==> src/rtl/sdr_cmd_pkg.sv <==
package sdr_cmd_pkg;

    localparam int BURST_LEN = 4;
    localparam int CAS_LAT   = 2;

    typedef enum logic [2:0] {
        CMD_OTHER = 3'b000,
        CMD_REF   = 3'b001,
        CMD_PRE   = 3'b010,
        CMD_ACT   = 3'b011,
        CMD_WR    = 3'b100,
        CMD_RD    = 3'b101,
        CMD_NOP   = 3'b111
    } cmd_e;

    function automatic cmd_e decode_cmd(input logic sel_n, input logic [2:0] rcw);
        cmd_e c;
        if (sel_n) begin
            c = CMD_NOP;
        end else begin
            case (rcw)
                3'b001:  c = CMD_REF;
                3'b010:  c = CMD_PRE;
                3'b011:  c = CMD_ACT;
                3'b100:  c = CMD_WR;
                3'b101:  c = CMD_RD;
                3'b111:  c = CMD_NOP;
                default: c = CMD_OTHER;
            endcase
        end
        return c;
    endfunction

endpackage

==> src/rtl/sdr_bank_table.sv <==
module sdr_bank_table #(
    parameter int BANKS = 4,
    parameter int ROW_W = 12,
    localparam int BA_W = $clog2(BANKS)
) (
    input  logic             clk,
    input  logic             rst_n,
    input  logic             act_en,
    input  logic [BA_W-1:0]  act_bank,
    input  logic [ROW_W-1:0] act_row,
    input  logic [BANKS-1:0] close_mask,
    output logic [BANKS-1:0] open_o,
    output logic [ROW_W-1:0] row_o [BANKS]
);

    typedef struct packed {
        logic             open;
        logic [ROW_W-1:0] row;
    } bank_t;

    for (genvar b = 0; b < BANKS; b++) begin : g_bank
        bank_t st_d, st_q;

        always_comb begin
            st_d = st_q;
            if (close_mask[b]) begin
                st_d.open = 1'b0;
            end
            if (act_en && act_bank == BA_W'(b)) begin
                st_d.open = 1'b1;
                st_d.row  = act_row;
            end
        end

        always_ff @(posedge clk or negedge rst_n) begin
            if (!rst_n) st_q <= '0;
            else        st_q <= st_d;
        end

        assign open_o[b] = st_q.open;
        assign row_o[b]  = st_q.row;
    end

endmodule

==> src/rtl/sdr_burst_seq.sv <==
module sdr_burst_seq
    import sdr_cmd_pkg::*;
#(
    parameter int BA_W  = 2,
    parameter int ROW_W = 12,
    parameter int COL_W = 8,
    localparam int BEAT_W = $clog2(BURST_LEN)
) (
    input  logic             clk,
    input  logic             rst_n,
    input  logic             adv,
    input  logic             start,
    input  logic             start_wr,
    input  logic             start_ap,
    input  logic [BA_W-1:0]  start_bank,
    input  logic [ROW_W-1:0] start_row,
    input  logic [COL_W-1:0] start_col,
    input  logic             dqm,
    output logic             busy,
    output logic             ap_close,
    output logic [BA_W-1:0]  ap_bank,
    output logic             wr_stb,
    output logic [BA_W-1:0]  wr_bank,
    output logic [ROW_W-1:0] wr_row,
    output logic [COL_W-1:0] wr_col,
    output logic             rd_stb,
    output logic [BA_W-1:0]  rd_bank,
    output logic [ROW_W-1:0] rd_row,
    output logic [COL_W-1:0] rd_col
);

    typedef struct packed {
        logic [BA_W-1:0]  bank;
        logic [ROW_W-1:0] row;
        logic [COL_W-1:0] col;
    } loc_t;

    typedef struct packed {
        logic [BEAT_W-1:0]        left;
        logic [BEAT_W-1:0]        beat;
        logic                     is_wr;
        logic                     ap;
        loc_t                     loc;
        logic [CAS_LAT-1:0]       rp_v;
        loc_t [CAS_LAT-1:0]       rp_loc;
        logic [CAS_LAT-1:0]       rp_dm;
        logic                     wr_stb;
        loc_t                     wr_loc;
        logic                     rd_stb;
        loc_t                     rd_loc;
    } seq_t;

    seq_t s_d, s_q;
    logic issue, iss_wr, last;
    loc_t iss_loc;

    always_comb begin
        s_d        = s_q;
        s_d.wr_stb = 1'b0;
        s_d.rd_stb = 1'b0;
        issue      = 1'b0;
        iss_wr     = 1'b0;
        iss_loc    = '0;
        last       = 1'b0;
        if (adv) begin
            if (s_q.left != '0) begin
                issue       = 1'b1;
                iss_wr      = s_q.is_wr;
                iss_loc     = s_q.loc;
                iss_loc.col = {s_q.loc.col[COL_W-1:BEAT_W],
                               s_q.loc.col[BEAT_W-1:0] + s_q.beat};
                s_d.left    = s_q.left - BEAT_W'(1);
                s_d.beat    = s_q.beat + BEAT_W'(1);
                last        = (s_q.left == BEAT_W'(1));
            end else if (start) begin
                issue     = 1'b1;
                iss_wr    = start_wr;
                iss_loc   = '{bank: start_bank, row: start_row, col: start_col};
                s_d.left  = BEAT_W'(BURST_LEN - 1);
                s_d.beat  = BEAT_W'(1);
                s_d.is_wr = start_wr;
                s_d.ap    = start_ap;
                s_d.loc   = iss_loc;
            end
            if (issue && iss_wr) begin
                s_d.wr_stb = ~dqm;
                s_d.wr_loc = iss_loc;
            end
            for (int i = CAS_LAT - 1; i > 0; i--) begin
                s_d.rp_v[i]   = s_q.rp_v[i-1];
                s_d.rp_loc[i] = s_q.rp_loc[i-1];
                s_d.rp_dm[i]  = s_q.rp_dm[i-1];
            end
            s_d.rp_v[0]   = issue & ~iss_wr;
            s_d.rp_loc[0] = iss_loc;
            s_d.rp_dm[0]  = dqm;
            s_d.rd_stb    = s_q.rp_v[CAS_LAT-1] & ~s_q.rp_dm[CAS_LAT-1];
            if (s_q.rp_v[CAS_LAT-1]) begin
                s_d.rd_loc = s_q.rp_loc[CAS_LAT-1];
            end
        end
    end

    always_ff @(posedge clk or negedge rst_n) begin
        if (!rst_n) s_q <= '0;
        else        s_q <= s_d;
    end

    assign busy     = (s_q.left != '0);
    assign ap_close = last & s_q.ap;
    assign ap_bank  = s_q.loc.bank;
    assign wr_stb   = s_q.wr_stb;
    assign wr_bank  = s_q.wr_loc.bank;
    assign wr_row   = s_q.wr_loc.row;
    assign wr_col   = s_q.wr_loc.col;
    assign rd_stb   = s_q.rd_stb;
    assign rd_bank  = s_q.rd_loc.bank;
    assign rd_row   = s_q.rd_loc.row;
    assign rd_col   = s_q.rd_loc.col;

endmodule

==> src/rtl/sdr_cmd_front.sv <==
module sdr_cmd_front
    import sdr_cmd_pkg::*;
#(
    parameter int BANKS  = 4,
    parameter int ROW_W  = 12,
    parameter int COL_W  = 8,
    parameter int AP_BIT = 10,
    localparam int BA_W  = $clog2(BANKS)
) (
    input  logic             clk,
    input  logic             rst_n,
    input  logic             cke,
    input  logic             cs_n,
    input  logic             ras_n,
    input  logic             cas_n,
    input  logic             we_n,
    input  logic [ROW_W-1:0] addr,
    input  logic [BA_W-1:0]  ba,
    input  logic             dqm,
    output logic             wr_stb,
    output logic [BA_W-1:0]  wr_bank,
    output logic [ROW_W-1:0] wr_row,
    output logic [COL_W-1:0] wr_col,
    output logic             rd_stb,
    output logic [BA_W-1:0]  rd_bank,
    output logic [ROW_W-1:0] rd_row,
    output logic [COL_W-1:0] rd_col,
    output logic [BANKS-1:0] bank_open,
    output logic             self_ref,
    output logic             cmd_err
);

    typedef struct packed {
        logic cke_prev;
        logic self_ref;
        logic err;
    } ctl_t;

    ctl_t c_d, c_q;
    cmd_e cmd;
    logic live, sel_open, is_rw;
    logic act_go, rw_go, pre_go, ref_go;
    logic busy, ap_close;
    logic [BA_W-1:0]  ap_bank;
    logic [BANKS-1:0] close_mask;
    logic [ROW_W-1:0] rows [BANKS];

    always_comb begin
        c_d      = c_q;
        cmd      = decode_cmd(cs_n, {ras_n, cas_n, we_n});
        live     = c_q.cke_prev & ~c_q.self_ref;
        sel_open = bank_open[ba];
        is_rw    = (cmd == CMD_RD) || (cmd == CMD_WR);
        act_go   = live & (cmd == CMD_ACT) & ~sel_open;
        rw_go    = live & is_rw & sel_open & ~busy;
        pre_go   = live & (cmd == CMD_PRE);
        ref_go   = live & (cmd == CMD_REF) & ~(|bank_open) & ~busy;

        close_mask = '0;
        if (pre_go) begin
            close_mask = addr[AP_BIT] ? {BANKS{1'b1}} : (BANKS'(1) << ba);
        end
        if (ap_close) begin
            close_mask = close_mask | (BANKS'(1) << ap_bank);
        end

        c_d.cke_prev = cke;
        c_d.self_ref = (c_q.self_ref & ~cke) | (ref_go & ~cke);
        c_d.err      = live & (((cmd == CMD_ACT) & sel_open) |
                               (is_rw & ~rw_go) |
                               ((cmd == CMD_REF) & ~ref_go));
    end

    always_ff @(posedge clk or negedge rst_n) begin
        if (!rst_n) c_q <= '{cke_prev: 1'b1, self_ref: 1'b0, err: 1'b0};
        else        c_q <= c_d;
    end

    sdr_bank_table #(.BANKS(BANKS), .ROW_W(ROW_W)) u_banks (
        .clk        (clk),
        .rst_n      (rst_n),
        .act_en     (act_go),
        .act_bank   (ba),
        .act_row    (addr),
        .close_mask (close_mask),
        .open_o     (bank_open),
        .row_o      (rows)
    );

    sdr_burst_seq #(.BA_W(BA_W), .ROW_W(ROW_W), .COL_W(COL_W)) u_seq (
        .clk        (clk),
        .rst_n      (rst_n),
        .adv        (live),
        .start      (rw_go),
        .start_wr   (cmd == CMD_WR),
        .start_ap   (addr[AP_BIT]),
        .start_bank (ba),
        .start_row  (rows[ba]),
        .start_col  (addr[COL_W-1:0]),
        .dqm        (dqm),
        .busy       (busy),
        .ap_close   (ap_close),
        .ap_bank    (ap_bank),
        .wr_stb     (wr_stb),
        .wr_bank    (wr_bank),
        .wr_row     (wr_row),
        .wr_col     (wr_col),
        .rd_stb     (rd_stb),
        .rd_bank    (rd_bank),
        .rd_row     (rd_row),
        .rd_col     (rd_col)
    );

    assign self_ref = c_q.self_ref;
    assign cmd_err  = c_q.err;

endmodule

==> config.mk <==
export PLATFORM = sky130hd
export DESIGN_NAME = sdr_cmd_front
export DESIGN_NICKNAME = d
export VERILOG_FILES = /design/src/rtl/sdr_cmd_pkg.sv /design/src/rtl/sdr_bank_table.sv /design/src/rtl/sdr_burst_seq.sv /design/src/rtl/sdr_cmd_front.sv
export SDC_FILE = /design/constraint.sdc
export NUM_CORES = 1
export LEC_CHECK = 0
export BUFFER_PORTS_ARGS = -buffer_cell sky130_fd_sc_hd__buf_2
export CORE_MARGIN = 1.5
export CORE_UTILIZATION = 40
export DETAILED_ROUTE_END_ITERATION = 6
export HOLD_SLACK_MARGIN = 0.03
export PLACE_DENSITY_LB_ADDON = 0.25
export SETUP_SLACK_MARGIN = 0.05
export SLEW_MARGIN = 0
export SYNTH_ARGS = -nofsm -noshare
export SYNTH_HDL_FRONTEND = slang
export SYNTH_HIERARCHICAL = 1
export SYNTH_SLANG_ARGS = --single-unit
==> constraint.sdc <==
create_clock -name clk -period 4.65 [get_ports clk]
set_clock_uncertainty 0.1 [all_clocks]
set_input_delay 0.93 -clock clk [delete_from_list [all_inputs] [get_ports clk]]
set_output_delay 0.93 -clock clk [all_outputs]
set_load 0.03 [all_outputs]
==> impl_metrics.ini <==
[synthesis]
ys_types = 45
netlist_instances = 573
ys_seq_elements = 177
muxShareOfSynthArea = 0.268
synthSimpleGateAreaFrac = 0.0382
synthAdderAreaFrac = 0.00159
netlist_top_cells_area = dfrtp_1 56%, mux2_2 22%, buf_4 4.7%, mux4_2 3.7%, o21ai_0 2.5%
yosysTopAreaCellShare = 0.560
synth_compound_area_frac = 0.0512
synth_area_leader_cell = dfrtp_1
synthXorXnorAreaFrac = 0.00286
avgSynthCellArea_um2 = 13.7
synth_top_family_by_area = multiplexers
yosys_warnings = 6
synth_edf_count = 0
syn_area_um2 = 7870
syn-num-nets = 596
ys.flop_type = dfrtp_1
ys_async_sr_fraction = 1.00
synth_seq_area_share = 0.563

[floorplan]
ios = 74
die_area_um2 = 20500
die_x_um = 143
rows = 51
initial_utilization = 0.405
die_h_um = 143
design.core.area_um2 = 19400

[finish]
diodes = 0
fin_util = 0.449
fin_area_um2 = 8710
area_delta_synth_final_pct = 10.8
layout.nets = 618
layout-drive-gt1-share = 0.479

[sta]
drv_slew = 0
hold_viol = 0
tns_ps = 0
rsz0062_at_grt = false
fmax_mhz = 294
setup_viol = 0
maxSlewHeadroom = 0.330
worst_pin_slew_ps = 1000
fin_crit_sh = 0.731
min_period_ps = 3400

[route]
initialDrtViolationCount = 217
wl_um = 15000
vias = 4427
drc_errors = 0
antenna_left = 0
wire_per_inst_um = 17.2
via_per_inst = 5.08
firstDrtPassIters = 4

[clocking]
cts_tree = done
cts_hold_buf = 0
clock_latency_ps = 420
clockBufferDepth = 2
numCtsBuffers = 17
clkSinkCount = 177
cts_setup_buffers = 0
path_clk_slew_ps = 70
post_cts_resized = 0
htreeDepth = 4
root_buffer = clkbuf_16

[placement]
globalplace.congestion = 0.753
io_buffer_count = 73
place_area_um2 = 8130
dp_hpwl_um = 10100

[power_and_ir_drop]
vdd_drop_max_mv = 0.270
powerDensity_nw_per_um2 = 408
p_leak_nw = 4.07

[critical_path]
slowest_stage = dfrtp_1
arrival_ps = 3600
worstSetupEndpointType = flop
path_class = reg -> reg
cpPeakStageDelay_ps = 700
cp.buffers_inverters = 2
crit_family = simple AND/OR/NAND/NOR gates
cp.required_ps = 4860
cp_max_fo = 29
r2r_slack_ps = 1250
critical_path.cell_chain = nor2_2 > inv_1 > nor4_2 > nor3b_4 > buf_4 > mux2_2
critPathLaunchType = flop

[grt]
grt_max_degree = 103
grt-ovfl-total = 0
track_usage = 0.157
grt_pass1_vias = 4465
antenna_found_initial = 0
grt_pass1_wl_um = 24600

[hold_path]
hp-class = reg -> reg

[outcome]
status = completed

[job]
maxCapViolations = 0
-- logic make-up (layout without fill, tap and decap cells) --
logic type / after synthesis / in the layout
mux: 175 / 175
flops: 177 / 177
buf+inv: 94 / 128
simple gates: 55 / 55
xor+xnor: 1 / 1
fa+ha+maj: 1 / 1
compound gates: 70 / 70
-- metrics by stage --
step / hold WS, ps / setup WS [ps] / total power [W] / instances
final: 327 / 1250 / 0.00355 / 872
after global routing: 359 / 981 / 0.00372 / 872
after floorplan: 299 / 1680 / 0.00205 / 573
after global placement: 313 / 840 / 0.00214 / 841
after detailed placement: 316 / 770 / 0.00216 / 841
after CTS: 327 / 1220 / 0.00360 / 872
-- metal layers --
layer  GRT usage  share of wire
met1       0.217           0.48
met2       0.247           0.48
met3      0.0335          0.030
met4      0.0532          0.013
met5           0              0
-- layout by cell type (no fill, tap or decap), drive strengths merged, types with 2 or more instances in the layout --
cell type / instances
bufinv: 2
mux2: 157
clkinvlp: 2
mux2i: 5
nand3b: 4
inv: 21
o21ai: 44
buf: 80
nor3b: 2
nor4: 2
a21oi: 8
clkbuf: 18
nand2: 25
nor3: 3
mux4: 13
nand3: 3
o211ai: 3
a21o: 2
a31oi: 4
nor2b: 2
dfrtp: 176
o21a: 4
nor2: 8
clkinv: 5
-- cell type report --
cell class	instances	area, µm²
Fill cell	1810	10700
Sequential cell	177	4430
Multi-Input combinational cell	302	2860
Clock buffer	18	439
Timing Repair Buffer	80	437
Tap cell	265	332
Clock inverter	13	150
Inverter	17	63.8
-- power by group --
part / internal (W) / leakage (nW) / switching (W)
clock network: 0.000812 / 0.284 / 0.000613
registers: 0.00166 / 2.30 / 0.0000762
logic: 0.000182 / 1.48 / 0.000207
-- path summary, 6_finish.rpt --
kind	startpoint	to	cells after the start
setup / recovery	u_seq/s_q[121]$_DFFE_PN0P_	u_seq/s_q[99]$_DFFE_PN0P_	6
hold / removal	u_seq/s_q[47]$_DFFE_PN0P_	u_seq/rd_stb$_DFF_PN0_	1
setup reg to reg	u_seq/s_q[121]$_DFFE_PN0P_	u_seq/s_q[99]$_DFFE_PN0P_	6
hold reg to reg	u_seq/s_q[47]$_DFFE_PN0P_	u_seq/rd_stb$_DFF_PN0_	1
max in group asynchronous	rst_n	u_banks/row_o[23]$_DFFE_PN0P_	2
min in group asynchronous	rst_n	u_seq/rd_col[4]$_DFFE_PN0P_	1
-- flip-flops by register name, summed over array words and instances (netlist names), 2 cells and up --
name,count
u_banks/row_o,48
u_seq/wr_col,8
u_seq/wr_bank,2
u_seq/wr_row,12
u_seq/rd_bank,2
u_seq/rd_row,12
u_seq/s_q,74
u_banks/open_o,4
u_seq/rd_col,8
u_seq/ap_bank,2
-- cells in the mapped netlist, types with 2 or more instances --
master / n
a21o_1: 2
a21oi_1: 7
a31oi_1: 4
buf_2: 15
buf_4: 49
buf_6: 4
clkbuf_1: 8
dfrtp_1: 176
inv_1: 16
mux2_2: 156
mux2i_1: 5
mux4_2: 13
nand2_1: 25
nand3_1: 3
nand3b_1: 4
nor2_1: 7
nor2b_1: 2
nor3_1: 3
nor4_1: 2
o211ai_1: 2
o21a_1: 4
o21ai_0: 39
o21ai_1: 5
(Power assumes the default switching activity.)
